## config.mk

```make
export PLATFORM = sky130hd
export DESIGN_NAME = swrst_ctrl
export DESIGN_NICKNAME = d
export VERILOG_FILES = /design/src/rtl/swrst_pkg.sv /design/src/rtl/swrst_keyed_reg.sv /design/src/rtl/swrst_plain_reg.sv /design/src/rtl/swrst_line_gate.sv /design/src/rtl/swrst_ctrl.sv
export SDC_FILE = /design/constraint.sdc
export NUM_CORES = 1
export LEC_CHECK = 0
export CAP_MARGIN = 10
export CORE_ASPECT_RATIO = 1.1
export CORE_MARGIN = 2
export CORE_UTILIZATION = 50
export DETAILED_ROUTE_END_ITERATION = 10
export PLACE_DENSITY = 0.81
export SYNTH_ARGS = -nofsm -noshare
export SYNTH_HDL_FRONTEND = slang
export SYNTH_HIERARCHICAL = 1
export SYNTH_SLANG_ARGS = --single-unit
export TNS_END_PERCENT = 10
```

## constraint.sdc

```tcl
create_clock -name clk -period 4.2 [get_ports clk]
set_input_delay 1.26 -clock clk [delete_from_list [all_inputs] [get_ports clk]]
set_output_delay 1.26 -clock clk [all_outputs]
set_load 0.01 [all_outputs]
```

## src/rtl/swrst_pkg.sv

```systemverilog
package swrst_pkg;
   localparam int unsigned DATA_W    = 32;
   localparam int unsigned KEY_W     = 8;
   localparam int unsigned KEY_LSB   = DATA_W - KEY_W;
   localparam int unsigned MAX_LINES = KEY_LSB;

   typedef enum logic [1:0] {
      SEL_NONE = 2'd0,
      SEL_LINE = 2'd1,
      SEL_GATE = 2'd2
   } reg_sel_e;

   function automatic logic [KEY_W-1:0] key_field(input logic [DATA_W-1:0] d);
      return d[DATA_W-1:KEY_LSB];
   endfunction
endpackage

```

## src/rtl/swrst_keyed_reg.sv

```systemverilog
module swrst_keyed_reg
   import swrst_pkg::*;
#(
   parameter int unsigned NUM_LINES = 24,
   parameter logic [KEY_W-1:0] KEY = 8'h88
) (
   input  logic                 clk,
   input  logic                 rst_n,
   input  logic                 wr_i,
   input  logic [DATA_W-1:0]    data_i,
   output logic [NUM_LINES-1:0] bits_o
);
   logic key_ok;
   assign key_ok = (key_field(data_i) == KEY);

   always_ff @(posedge clk or negedge rst_n) begin
      if (!rst_n)             bits_o <= '0;
      else if (wr_i && key_ok) bits_o <= data_i[NUM_LINES-1:0];
   end

   assert_key_accept_R2: assert property (@(posedge clk) disable iff (!rst_n)
      (wr_i && key_field(data_i) == KEY) |=> (bits_o == $past(data_i[NUM_LINES-1:0])));

   assert_key_reject_R3: assert property (@(posedge clk) disable iff (!rst_n)
      (wr_i && key_field(data_i) != KEY) |=> $stable(bits_o));

   assert_idle_hold_R9: assert property (@(posedge clk) disable iff (!rst_n)
      !wr_i |=> $stable(bits_o));
endmodule

```

## src/rtl/swrst_plain_reg.sv

```systemverilog
module swrst_plain_reg
   import swrst_pkg::*;
#(
   parameter int unsigned NUM_LINES = 24
) (
   input  logic                 clk,
   input  logic                 rst_n,
   input  logic                 wr_i,
   input  logic [DATA_W-1:0]    data_i,
   output logic [NUM_LINES-1:0] bits_o
);
   always_ff @(posedge clk or negedge rst_n) begin
      if (!rst_n)    bits_o <= '0;
      else if (wr_i) bits_o <= data_i[NUM_LINES-1:0];
   end

   assert_gate_load_R4: assert property (@(posedge clk) disable iff (!rst_n)
      wr_i |=> (bits_o == $past(data_i[NUM_LINES-1:0])));

   assert_gate_hold_R9: assert property (@(posedge clk) disable iff (!rst_n)
      !wr_i |=> $stable(bits_o));
endmodule

```

## src/rtl/swrst_line_gate.sv

```systemverilog
module swrst_line_gate #(
   parameter int unsigned NUM_LINES = 24,
   parameter bit          USE_GATE  = 1'b1
) (
   input  logic                 clk,
   input  logic                 rst_n,
   input  logic [NUM_LINES-1:0] line_i,
   input  logic [NUM_LINES-1:0] gate_i,
   output logic [NUM_LINES-1:0] out_o
);
   for (genvar n = 0; n < NUM_LINES; n++) begin : g_line
      logic drive;
      if (USE_GATE) begin : g_gated
         assign drive = line_i[n] & gate_i[n];
      end else begin : g_direct
         assign drive = line_i[n];
      end
      always_ff @(posedge clk or negedge rst_n) begin
         if (!rst_n) out_o[n] <= 1'b0;
         else        out_o[n] <= drive;
      end
   end

   assert_out_needs_line_R5: assert property (@(posedge clk) disable iff (!rst_n)
      1'b1 |=> ((out_o & ~$past(line_i)) == '0));

   if (USE_GATE) begin : g_gate_chk
      assert_out_needs_gate_R5: assert property (@(posedge clk) disable iff (!rst_n)
         1'b1 |=> ((out_o & ~$past(gate_i)) == '0));
   end

   assert_out_lag_R6: assert property (@(posedge clk) disable iff (!rst_n)
      ($stable(line_i) && $stable(gate_i)) |=> $stable(out_o));
endmodule

```

## src/rtl/swrst_ctrl.sv

```systemverilog
module swrst_ctrl
   import swrst_pkg::*;
#(
   parameter int unsigned      NUM_LINES = 24,
   parameter int unsigned      ADDR_W    = 8,
   parameter logic [ADDR_W-1:0] LINE_OFS = 8'h18,
   parameter logic [ADDR_W-1:0] GATE_OFS = 8'hFC,
   parameter logic [KEY_W-1:0] KEY       = 8'h88,
   parameter bit               HAS_GATE  = 1'b1
) (
   input  logic                 clk,
   input  logic                 rst_n,
   input  logic                 wr_en,
   input  logic [ADDR_W-1:0]    addr,
   input  logic [DATA_W-1:0]    wdata,
   output logic [DATA_W-1:0]    rdata,
   output logic [NUM_LINES-1:0] lines_o
);
   localparam int unsigned PAD_W = DATA_W - NUM_LINES;

   if (NUM_LINES < 1 || NUM_LINES > MAX_LINES) begin : g_bad_lines
      $error("swrst_ctrl: NUM_LINES out of range");
   end
   if (LINE_OFS == GATE_OFS) begin : g_bad_ofs
      $error("swrst_ctrl: register offsets collide");
   end

   reg_sel_e sel;
   always_comb begin
      if (addr == LINE_OFS)                 sel = SEL_LINE;
      else if (HAS_GATE && addr == GATE_OFS) sel = SEL_GATE;
      else                                  sel = SEL_NONE;
   end

   logic [NUM_LINES-1:0] line_q;
   logic [NUM_LINES-1:0] gate_q;

   swrst_keyed_reg #(.NUM_LINES(NUM_LINES), .KEY(KEY)) u_line (
      .clk(clk), .rst_n(rst_n),
      .wr_i(wr_en && sel == SEL_LINE),
      .data_i(wdata), .bits_o(line_q)
   );

   if (HAS_GATE) begin : g_gate
      swrst_plain_reg #(.NUM_LINES(NUM_LINES)) u_gate (
         .clk(clk), .rst_n(rst_n),
         .wr_i(wr_en && sel == SEL_GATE),
         .data_i(wdata), .bits_o(gate_q)
      );
   end else begin : g_nogate
      assign gate_q = '1;
   end

   swrst_line_gate #(.NUM_LINES(NUM_LINES), .USE_GATE(HAS_GATE)) u_out (
      .clk(clk), .rst_n(rst_n),
      .line_i(line_q), .gate_i(gate_q), .out_o(lines_o)
   );

   always_comb begin
      unique case (sel)
         SEL_LINE: rdata = {{PAD_W{1'b0}}, line_q};
         SEL_GATE: rdata = {{PAD_W{1'b0}}, gate_q};
         default:  rdata = '0;
      endcase
   end

   assert_rdata_hi_zero_R7: assert property (@(posedge clk) disable iff (!rst_n)
      (rdata[DATA_W-1:NUM_LINES] == '0));

   assert_unmapped_zero_R8: assert property (@(posedge clk) disable iff (!rst_n)
      (addr != LINE_OFS && addr != GATE_OFS) |-> (rdata == '0));
endmodule

```

Yosys cells after proc, flatten, opt, wreduce, memory -nomap -nowiden
Cells that the tools add are included.
{"block": "totals", "rom_bits": 0, "reg_bits": 72, "input_bits": 43, "latchBits": 0, "memories": 0, "output_inout_bits": 56, "elab_cells": 61, "ramBits": 0}
{"block": "op_classes", "n_reduce_logical": 3, "multipliers": 0, "div": 0, "bitwise_logic": 24, "eq_ne": 5, "mux": 3, "addsub": 0, "n_shift": 0, "order_cmp": 0}
{"op": "$pmux W24 S2", "count": 1}
{"op": "$and A1 B1 Y1", "count": 24}
{"op": "$eq A8 B8 Y1 const B", "count": 2}
{"op": "$eq A8 B5 Y1 const B", "count": 1}
{"op": "$mux W2", "count": 2}
{"op": "$logic_and A1 B1 Y1", "count": 3}
{"op": "$eq A2 B1 Y1 const B", "count": 1}
{"op": "$eq A2 B2 Y1 const B", "count": 1}

Depth between registers and ports, before layout
Gate-level depths: netlist of the first run.
{"block": "logic_depth", "ltp_word": 6, "mapped_depth": 8, "ltp_nobuf": 6}

Hierarchy
Netlist of the first run, hierarchy kept.
{"mod": "swrst_keyed_reg", "cells_each": 54, "area_each_um2": 1019.7, "seq_area_each_um2": 600.6, "instances": 1}
{"mod": "swrst_plain_reg", "cells_each": 51, "area_each_um2": 997.2, "seq_area_each_um2": 600.6, "instances": 1}
{"mod": "swrst_line_gate", "cells_each": 48, "area_each_um2": 750.7, "seq_area_each_um2": 600.6, "instances": 1}
{"mod": "swrst_ctrl", "cells_each": 71, "area_each_um2": 529.3, "seq_area_each_um2": 0.0, "instances": 1}

Worst setup path after synthesis of the first run
OpenSTA, ideal clock, no wires.
{"block": "synth_timing", "path_type": "in2out", "startpoint": "input port addr[5]", "endpoint": "output port rdata[14]", "n_path_buf": 1, "arrival_ps": 2072, "setup_slack_ps": 868, "cell_stages": 4, "t_required_ps": 2940, "cell_sequence": "nor4_4 buf_6 a22oi_1 nor2_1"}
{"block": "synth_between", "elab_chain_cells": 5, "elab_cells_between_ends": 7, "cone_classes": "eq/ne (4); mux (3)"}
{"item": "start, declared", "line_no": "swrst_ctrl.sv:14", "text": "input logic [ADDR_W-1:0] addr,"}
{"item": "$eq A8 B8 Y1", "line_no": "swrst_ctrl.sv:31", "text": "else if (HAS_GATE && addr == GATE_OFS) sel = SEL_GATE;"}
{"item": "$mux W2", "line_no": "swrst_ctrl.sv:31"}
{"item": "$mux W2 (*)", "line_no": "swrst_ctrl.sv:30", "text": "if (addr == LINE_OFS) sel = SEL_LINE;"}
{"item": "$eq A2 B2 Y1 / $eq A2 B1 Y1 (equally long branches)", "line_no": "swrst_ctrl.sv:60", "text": "unique case (sel)"}
{"item": "$pmux W24 S2 (*)", "line_no": "swrst_ctrl.sv:60"}
{"item": "end, declared", "line_no": "swrst_ctrl.sv:16", "text": "output logic [DATA_W-1:0] rdata,"}
Mark *: on every way between the ends. The rest lies on a longest branch, timed or not.

Worst setup path after layout of the first run
{"block": "layout_timing", "startpoint": "input port addr[5]", "endpoint": "output port rdata[16]"}
The elaborated chain is that of the path after synthesis.

==> summary.md, run 1 <==
| Metric | Value |
|---|---|
| Status | finished, violations left |
| Violated checks | negative setup slack |
| Post-DR vias/cell | 5.05 |
| Global-route wire length before repair | 10900 um |
| Total power draw | 1.27 mW |
| Area share of fa/ha/maj cells after synthesis | 0 |
| Detailed-routing iteration count for the pre-antenna-repair pass | 4 |
| Final clock skew | 0.00500 ns |
| Number of vias in the routed layout | 2054 |
| Antenna violations before repair | 0 |
| Arrival time at the worst endpoint | 3.04 ns |
| Element type at the critical path start | primary input |
| Synth cell types | 22 |
| Hold_buf cts | 0 |
| Share of layout cells above drive strength 1 | 0.295 |
| Buffering stage count on the worst path with inverters included | 3 |
| Total grt overflow | 0 |
| Diode count | 0 |
| CTS sink cnt | 72 |
| Highest clock rate | 0.232 GHz |
| Number of fillers in the final layout | 480 |
| Share of synthesized cell area in and, or, nand and nor gates | 0.104 |
| Pin count of the biggest net entering global routing | 73 |
| Area Overhead vs Synth | 35.1% |
| Largest fanout on the critical path | 10 |
| Die area | 7260 um2 |
| Highest-delay cell along the critical path | sky130_fd_sc_hd__clkdlybuf4s50_1 |
| Average routed wire per standard cell | 16.6 um |
| Element type at the critical path end | output pin |
| Gr usage total | 0.204 |
| Max-Cap Viols | 0 |
| Die height | 89.2 um |
| Compound-Gate Fraction of Synth Area | 0.0698 |
| Final instance area | 4450 um2 |
| Time the final worst path needs with I/O delays and setup | 4.30 ns |
| Number of nets at the end of the flow | 363 |
| Total power divided by cell area | 285 nW/um2 |
| Sequential area share after synthesis | 0.546 |
| Hold path start | u_line/bits_o[8] |
| CTS tree | built |
| Maximum resistive drop on vdd | 196 uV |
| Warnings, synthesis | 6 |
| Fin. Hold Viols | 0 |
| Weighted congestion at the end of routability-driven global placement | 0.740 |
| Xor/xnor cell area share of the yosys netlist | 0 |
| Switching part of the total power | 0.224 |
| Insertion delay to the later sink of the worst-skew pair | 0.34 ns |
| Starting density of the core | 0.509 |
| Max-Slew Margin vs Limit | 0.408 |
| Std-Cell Core Area | 6480 um2 |
| Count of mapped cells out of synthesis | 224 |
| Switching power of the nets | 0.284 mW |
| Startpoint of the lowest-slack register-to-register path | g_gate.u_gate/bits_o[18] |
| Dpl hpwl | 4540 um |
| Int Power | 0.986 mW |
| H-tree depth | 3 |
| Iteration-0 DRC count of the detailed router | 114 |
| Transition time of the tightest slew-check pin | 0.888 ns |
| Final cycle utilization of the critical path | 1.02 |
| Depth of the worst register-to-register path | 1 |
| Cell area after synthesis | 3300 um2 |
| Start point of the critical path | addr[5] |
| Number of instances on the worst hold path | 1 |
| TritonCTS buffer count | 9 |
| List of cells traversed by the critical path | clkdlybuf4s50_1 > nor4_4 > buf_6 > a22oi_1 > nor2_1 > clkdlybuf4s50_1 |
| Clk Tree Root Cell | sky130_fd_sc_hd__clkbuf_8 |
| Share of power burned in registers | 0.561 |
| Worst hold-check path type | flop to flop |
| Final worst setup slack | -0.102 ns |
| Buffers on Ports | 90 |
| Class of the most critical setup path | primary input to output pin |
| Dominant combinational cell family by area after synthesis | multiplexers |
| Portion of netlist area occupied by mux cells | 0.209 |
| Clock network power share | 0.364 |
| Die Span X | 81.4 um |
| Pleak | 2.41 nW |
| Max stage delay on crit path | 0.55 ns |
| Unrepaired setup endpoints after global routing | true |
| Top-level I/O count | 99 |
| Final wirelength | 6760 um |
| Number of gates on the worst path with buffers counted | 6 |
| Total DRC errors in the routed layout | 0 |
| Data required time of the worst path | 2.94 ns |
| Post-CTS Setup Inserts | 0 |
| Worst path top cell family by delay | buffers and inverters |
| Synthesized flop and latch total | 72 |
| Final Slew Violations | 0 |
| Critical path's most frequent cell | sky130_fd_sc_hd__clkdlybuf4s50_1 |
| Number of buffers between clock root and the deepest sink | 2 |
| Antenna viol nets, final | 0 |
| Setup Viol. Count Final | 1 |
| Clock edge transition at the registers on the reported setup and hold paths | 0.07 ns |
| FP Rows | 31 |
| Via count of the first global-routing pass | 2169 |
| Logic gate share of total power | 0.075 |
| Instance area at placement | 4220 um2 |
| Synthesized area per cell | 14.7 um2 |
==> power by group through the flow <==
stage | Sequential [mW] | Clock (mW) | Combinational (mW)
CTS | 0.713 | 0.475 | 0.0960
finish | 0.713 | 0.463 | 0.0947
floorplan | 0.724 | 0 | 0.0361
global placement | 0.726 | 0 | 0.0933
global route | 0.715 | 0.503 | 0.104
detailed placement | 0.726 | 0 | 0.0954
==> per-stage QoR <==
step,utilization,TNS [ns],instances,hold slack [ns],setup WS (ns)
6_report,0.688,-0.102,407,0.509,-0.102
3_3_place_gp,0.652,-1.55,391,0.494,-0.123
4_1_cts,0.678,-2.09,407,0.511,-0.130
5_1_grt,0.688,-0.196,407,0.533,-0.196
2_1_floorplan,-,0,231,0.473,0.868
3_5_place_dp,0.652,-2.20,391,0.497,-0.162
==> cells in the mapped netlist, drive strengths merged <==
master,count,share of area
and2,24,0.046
mux2,48,0.21
and4,1,0.0030
nor4,1,0.0065
clkbuf,1,0.0011
nand3,1,0.0015
nor3b,2,0.0046
buf,20,0.067
nor2,25,0.036
dfrtp,72,0.55
nand4b,1,0.0027
conb,1,0.0011
a22oi,24,0.070
inv,1,0.0011
or3,1,0.0019
or4,1,0.0023
==> layout by cell type, fill, tap and decap left out <==
cell type / instances
sky130_fd_sc_hd__buf_4: 4
sky130_fd_sc_hd__clkbuf_1: 2
sky130_fd_sc_hd__a22oi_1: 14
sky130_fd_sc_hd__dfrtp_1: 72
sky130_fd_sc_hd__nor2_1: 15
sky130_fd_sc_hd__and2_1: 24
sky130_fd_sc_hd__nor3b_1: 1
sky130_fd_sc_hd__clkdlybuf4s50_1: 66
sky130_fd_sc_hd__or3_1: 1
sky130_fd_sc_hd__dlymetal6s2s_1: 23
sky130_fd_sc_hd__inv_1: 1
sky130_fd_sc_hd__or4_2: 1
sky130_fd_sc_hd__and4_2: 1
sky130_fd_sc_hd__nand3_1: 1
sky130_fd_sc_hd__mux2_4: 40
sky130_fd_sc_hd__buf_6: 2
sky130_fd_sc_hd__mux2_2: 8
sky130_fd_sc_hd__conb_1: 8
sky130_fd_sc_hd__a22oi_2: 10
sky130_fd_sc_hd__nand4b_1: 1
sky130_fd_sc_hd__nor4_4: 1
sky130_fd_sc_hd__nor3b_2: 1
sky130_fd_sc_hd__clkinv_2: 4
sky130_fd_sc_hd__nor2_2: 10
sky130_fd_sc_hd__clkbuf_8: 10
sky130_fd_sc_hd__buf_12: 4
==> routing by layer <==
| layer | vias to the layer above | GRT usage | share of wire |
|---|---|---|---|
| met3 | 9 | 0.0495 | 0.057 |
| met4 | 0 | 0.0847 | 0.016 |
| met2 | 67 | 0.326 | 0.50 |
| met5 | - | 0 | 0 |
| li1 | 954 | - | - |
| met1 | 1024 | 0.268 | 0.43 |
==> path summary, 6_finish.rpt <==
| check | to | slack [ns] |
|---|---|---|
| worst min-delay path | u_out/out_o[8] | 0.51 |
| worst max register to register | g_gate.u_gate/bits_o[18] | 3.41 |
| max in group asynchronous | u_out/out_o[22] | 2.58 |
| worst max-delay path | rdata[16] | -0.10 |
| worst min register to register | u_out/out_o[8] | 0.51 |
| min in group asynchronous | g_gate.u_gate/bits_o[15] | 1.04 |
==> what timing repair did <==
action	CTS	global route
endpoints found under the hold margin	0	0
setup endpoints to repair	24	24
gates cloned	0	0
gates resized for setup	1	24
==> sequential cells by signal, summed over array words and instances (netlist names) <==
register	cells
g_gate.u_gate/bits_o	24
u_line/bits_o	24
u_out/out_o	24
==> layout make-up <==
class	instances	area (um2)	share of cell area
Timing Repair Buffer	99	1080	0.243
Tap cell	82	103	0.0230
Clock buffer	12	145	0.0326
Multi-Input combinational cell	137	1300	0.292
Inverter	1	3.75	0.000843
Sequential cell	72	1800	0.404
Clock inverter	4	20.0	0.00449
==> kinds of logic after synthesis <==
family                 Yosys count
buffers and inverters           22
muxes                           48
and+or+nand+nor                 57
AOI/OAI and AO/OA               24
other                            1
DFF                             72
Power figures use the tool's default switching activity.
==> run 2: changes to the inputs <==
--- a/config.mk
+++ b/config.mk
@@ -7,9 +7,11 @@
 export LEC_CHECK = 0
 export CAP_MARGIN = 10
+export CELL_PAD_IN_SITES_DETAIL_PLACEMENT = 1
+export CELL_PAD_IN_SITES_GLOBAL_PLACEMENT = 1
 export CORE_ASPECT_RATIO = 1.1
 export CORE_MARGIN = 2
-export CORE_UTILIZATION = 50
+export CORE_UTILIZATION = 41
 export DETAILED_ROUTE_END_ITERATION = 10
-export PLACE_DENSITY = 0.81
+export PLACE_DENSITY = 0.83
 export SYNTH_ARGS = -nofsm -noshare
 export SYNTH_HDL_FRONTEND = slang
==> constraint.sdc (replaced) <==
create_clock -name clk -period 4.2 [get_ports clk]
set_input_delay 0.84 -clock clk [delete_from_list [all_inputs] [get_ports clk]]
set_output_delay 0.84 -clock clk [all_outputs]
set_load 0.01 [all_outputs]
==> summary.md, run 2 (same netlist as run 1, synthesis figures left out) <==
| Metric | Value |
|---|---|
| CTS sink cnt | 72 (unchanged) |
| Post-route setup TNS | 0 ns (+0.102 ns) |
| Final wirelength | 7490 um (+11%) |
| Total power draw | 1.35 mW (+6.0%) |
| Data required time of the worst path | 3.36 ns (+0.42 ns) |
| Transition time of the tightest slew-check pin | 0.882 ns (-0.00576 ns) |
| Highest clock rate | 0.270 GHz (+16%) |
| Diode count | 0 (unchanged) |
| Top-level I/O count | 99 (unchanged) |
| Buffers on Ports | 90 (unchanged) |
| Total DRC errors in the routed layout | 0 (unchanged) |
| Logic gate share of total power | 0.069 (-0.006) |
| H-tree depth | 3 (unchanged) |
| Post-CTS Setup Inserts | 0 (unchanged) |
| Worst hold-check path type | flop to flop |
| Antenna viol nets, final | 0 (unchanged) |
| Final Slew Violations | 0 (unchanged) |
| Average routed wire per standard cell | 17.4 um (+4.7%) |
| Max-Slew Margin vs Limit | 0.412 (+0.00384) |
| Insertion delay to the later sink of the worst-skew pair | 0.35 ns (about the same) |
| TritonCTS buffer count | 9 (unchanged) |
| Element type at the critical path end | output pin |
| Iteration-0 DRC count of the detailed router | 38 (-67%) |
| Fin. Hold Viols | 0 (unchanged) |
| Clk Tree Root Cell | sky130_fd_sc_hd__clkbuf_8 |
| Critical path's most frequent cell | sky130_fd_sc_hd__clkdlybuf4s50_1 |
| Max stage delay on crit path | 0.56 ns (about the same) |
| Arrival time at the worst endpoint | 2.86 ns (-0.18 ns) |
| Final cycle utilization of the critical path | 0.881 (-0.143) |
| Total grt overflow | 0 (unchanged) |
| Clock edge transition at the registers on the reported setup and hold paths | 0.08 ns (about the same) |
| Post-Place Setup Slack | 0.500 ns (+0.662 ns) |
| Time the final worst path needs with I/O delays and setup | 3.70 ns (-0.601 ns) |
| Weighted congestion at the end of routability-driven global placement | 0.698 (-5.6%) |
| Pleak | 1.96 nW (-19%) |
| Commonest cells after routing, fill and taps aside | 89 x sky130_fd_sc_hd__clkdlybuf4s50_1, 72 x sky130_fd_sc_hd__dfrtp_1, 40 x sky130_fd_sc_hd__mux2_4 |
| Die height | 98.1 um (+10%) |
| Element type at the critical path start | primary input |
| Global-route wire length before repair | 11900 um (+9.9%) |
| Most common library cell in the layout ignoring fill and taps | sky130_fd_sc_hd__clkdlybuf4s50_1 |
| Int Power | 1.03 mW (+4.4%) |
| Highest-delay cell along the critical path | sky130_fd_sc_hd__clkdlybuf4s50_1 |
| Number of vias in the routed layout | 2079 (+1.2%) |
| Final core utilization | 0.559 (-0.129) |
| Met3 Usage GRT | 0.0448 (-0.00469) |
| Gr usage total | 0.183 (-0.0214) |
| Largest fanout on the critical path | 14 (+4) |
| Via count of the first global-routing pass | 2277 (+5.0%) |
| Post-DR vias/cell | 4.82 (-4.4%) |
| Total power divided by cell area | 306 nW/um2 (+7.3%) |
| Max-Cap Viols | 0 (unchanged) |
| Number of buffers between clock root and the deepest sink | 2 (unchanged) |
| Maximum resistive drop on vdd | 134 uV (-32%) |
| Die Span X | 89.5 um (+9.9%) |
| Class of the most critical setup path | primary input to output pin |
| Share of layout cells above drive strength 1 | 0.297 (+0.00183) |
| Clock network power share | 0.402 (+0.038) |
| Switching part of the total power | 0.236 (+0.0117) |
| CTS tree | built |
| List of cells traversed by the critical path | clkdlybuf4s50_1 > and4_2 > buf_12 > a22oi_1 > nor2_1 > clkdlybuf4s50_1 |
| Pin count of the biggest net entering global routing | 73 (unchanged) |
| Met1 track utilization from global routing | 0.235 (-0.0338) |
| Std-Cell Core Area | 7870 um2 (+21%) |
| Number of nets at the end of the flow | 361 (-0.55%) |
| GRT Max-Usage Layer | met2 |
| Switching power of the nets | 0.317 mW (+12%) |
| Share of power burned in registers | 0.529 (-0.032) |
| Final clock skew | 0.00700 ns (+0.00200 ns) |
| Hold_buf cts | 0 (unchanged) |
| Buffering stage count on the worst path with inverters included | 3 (unchanged) |
| Worst path top cell family by delay | buffers and inverters |
| Starting density of the core | 0.419 (-0.0901) |
| Final worst setup slack | 0.500 ns (+0.601 ns) |
| Largest registers | g_gate.u_gate/bits_o: 24 flops, u_line/bits_o: 24 flops, u_out/out_o: 24 flops |
| Unrepaired setup endpoints after global routing | false |
| Area Overhead vs Synth | 33.5% |
| FP Rows | 34 (+9.7%) |
| Antenna violations before repair | 0 (unchanged) |
| Die area | 8780 um2 (+21%) |
| Post-CTS Resized | 0 (-1) |
| Detailed-routing iteration count for the pre-antenna-repair pass | 4 (unchanged) |
| Setup Viol. Count Final | 0 (-1) |
| Status | completed |
| Dpl hpwl | 5310 um (+17%) |
| Met2 track utilization from global routing | 0.304 (-0.0214) |
run 2: stage by stage:
stage / instances / cell area, um2 / hold WS [ns]
final: 431 / 4400 / 0.515
after global placement: 415 / 4200 / 0.490
after CTS: 431 / 4400 / 0.521
after floorplan: 231 / 3320 / 0.473
after detailed placement: 415 / 4200 / 0.503
after global routing: 431 / 4400 / 0.549
run 2: cell type report:
type | count | area (um2)
Tap cell | 108 | 135
Clock buffer | 9 | 124
Sequential cell | 72 | 1800
Fill cell | 807 | 3470
Clock inverter | 7 | 72.6
Multi-Input combinational cell | 137 | 1300
Timing Repair Buffer | 97 | 963
Inverter | 1 | 3.75
run 2: power groups by stage:
stage	sequential [mW]	clock [mW]	combinational [mW]
after global placement	0.725	0	0.0917
final	0.713	0.541	0.0933
after global routing	0.715	0.590	0.101
after floorplan	0.724	0	0.0361
after detailed placement	0.727	0	0.0947
after CTS	0.713	0.556	0.0949
run 2: path summary, 6_finish.rpt:
path	slack, ns	end	from	depth (start not counted)
setup reg to reg	3.40	g_gate.u_gate/bits_o[13]	g_gate.u_gate/bits_o[13]	1
hold reg to reg	0.52	u_out/out_o[3]	g_gate.u_gate/bits_o[3]	1
min in group asynchronous	0.61	u_line/bits_o[15]	rst_n	1
max in group asynchronous	3.02	u_line/bits_o[22]	rst_n	1
hold / removal	0.52	u_out/out_o[3]	g_gate.u_gate/bits_o[3]	1
setup / recovery	0.50	rdata[16]	addr[6]	6
run 2: routing by layer:
metal  vias to the layer above  part of all wire
met5                         -                 0
met4                         0             0.010
met3                         9             0.050
met2                        72              0.52
met1                      1055              0.42
li1                        943                 -
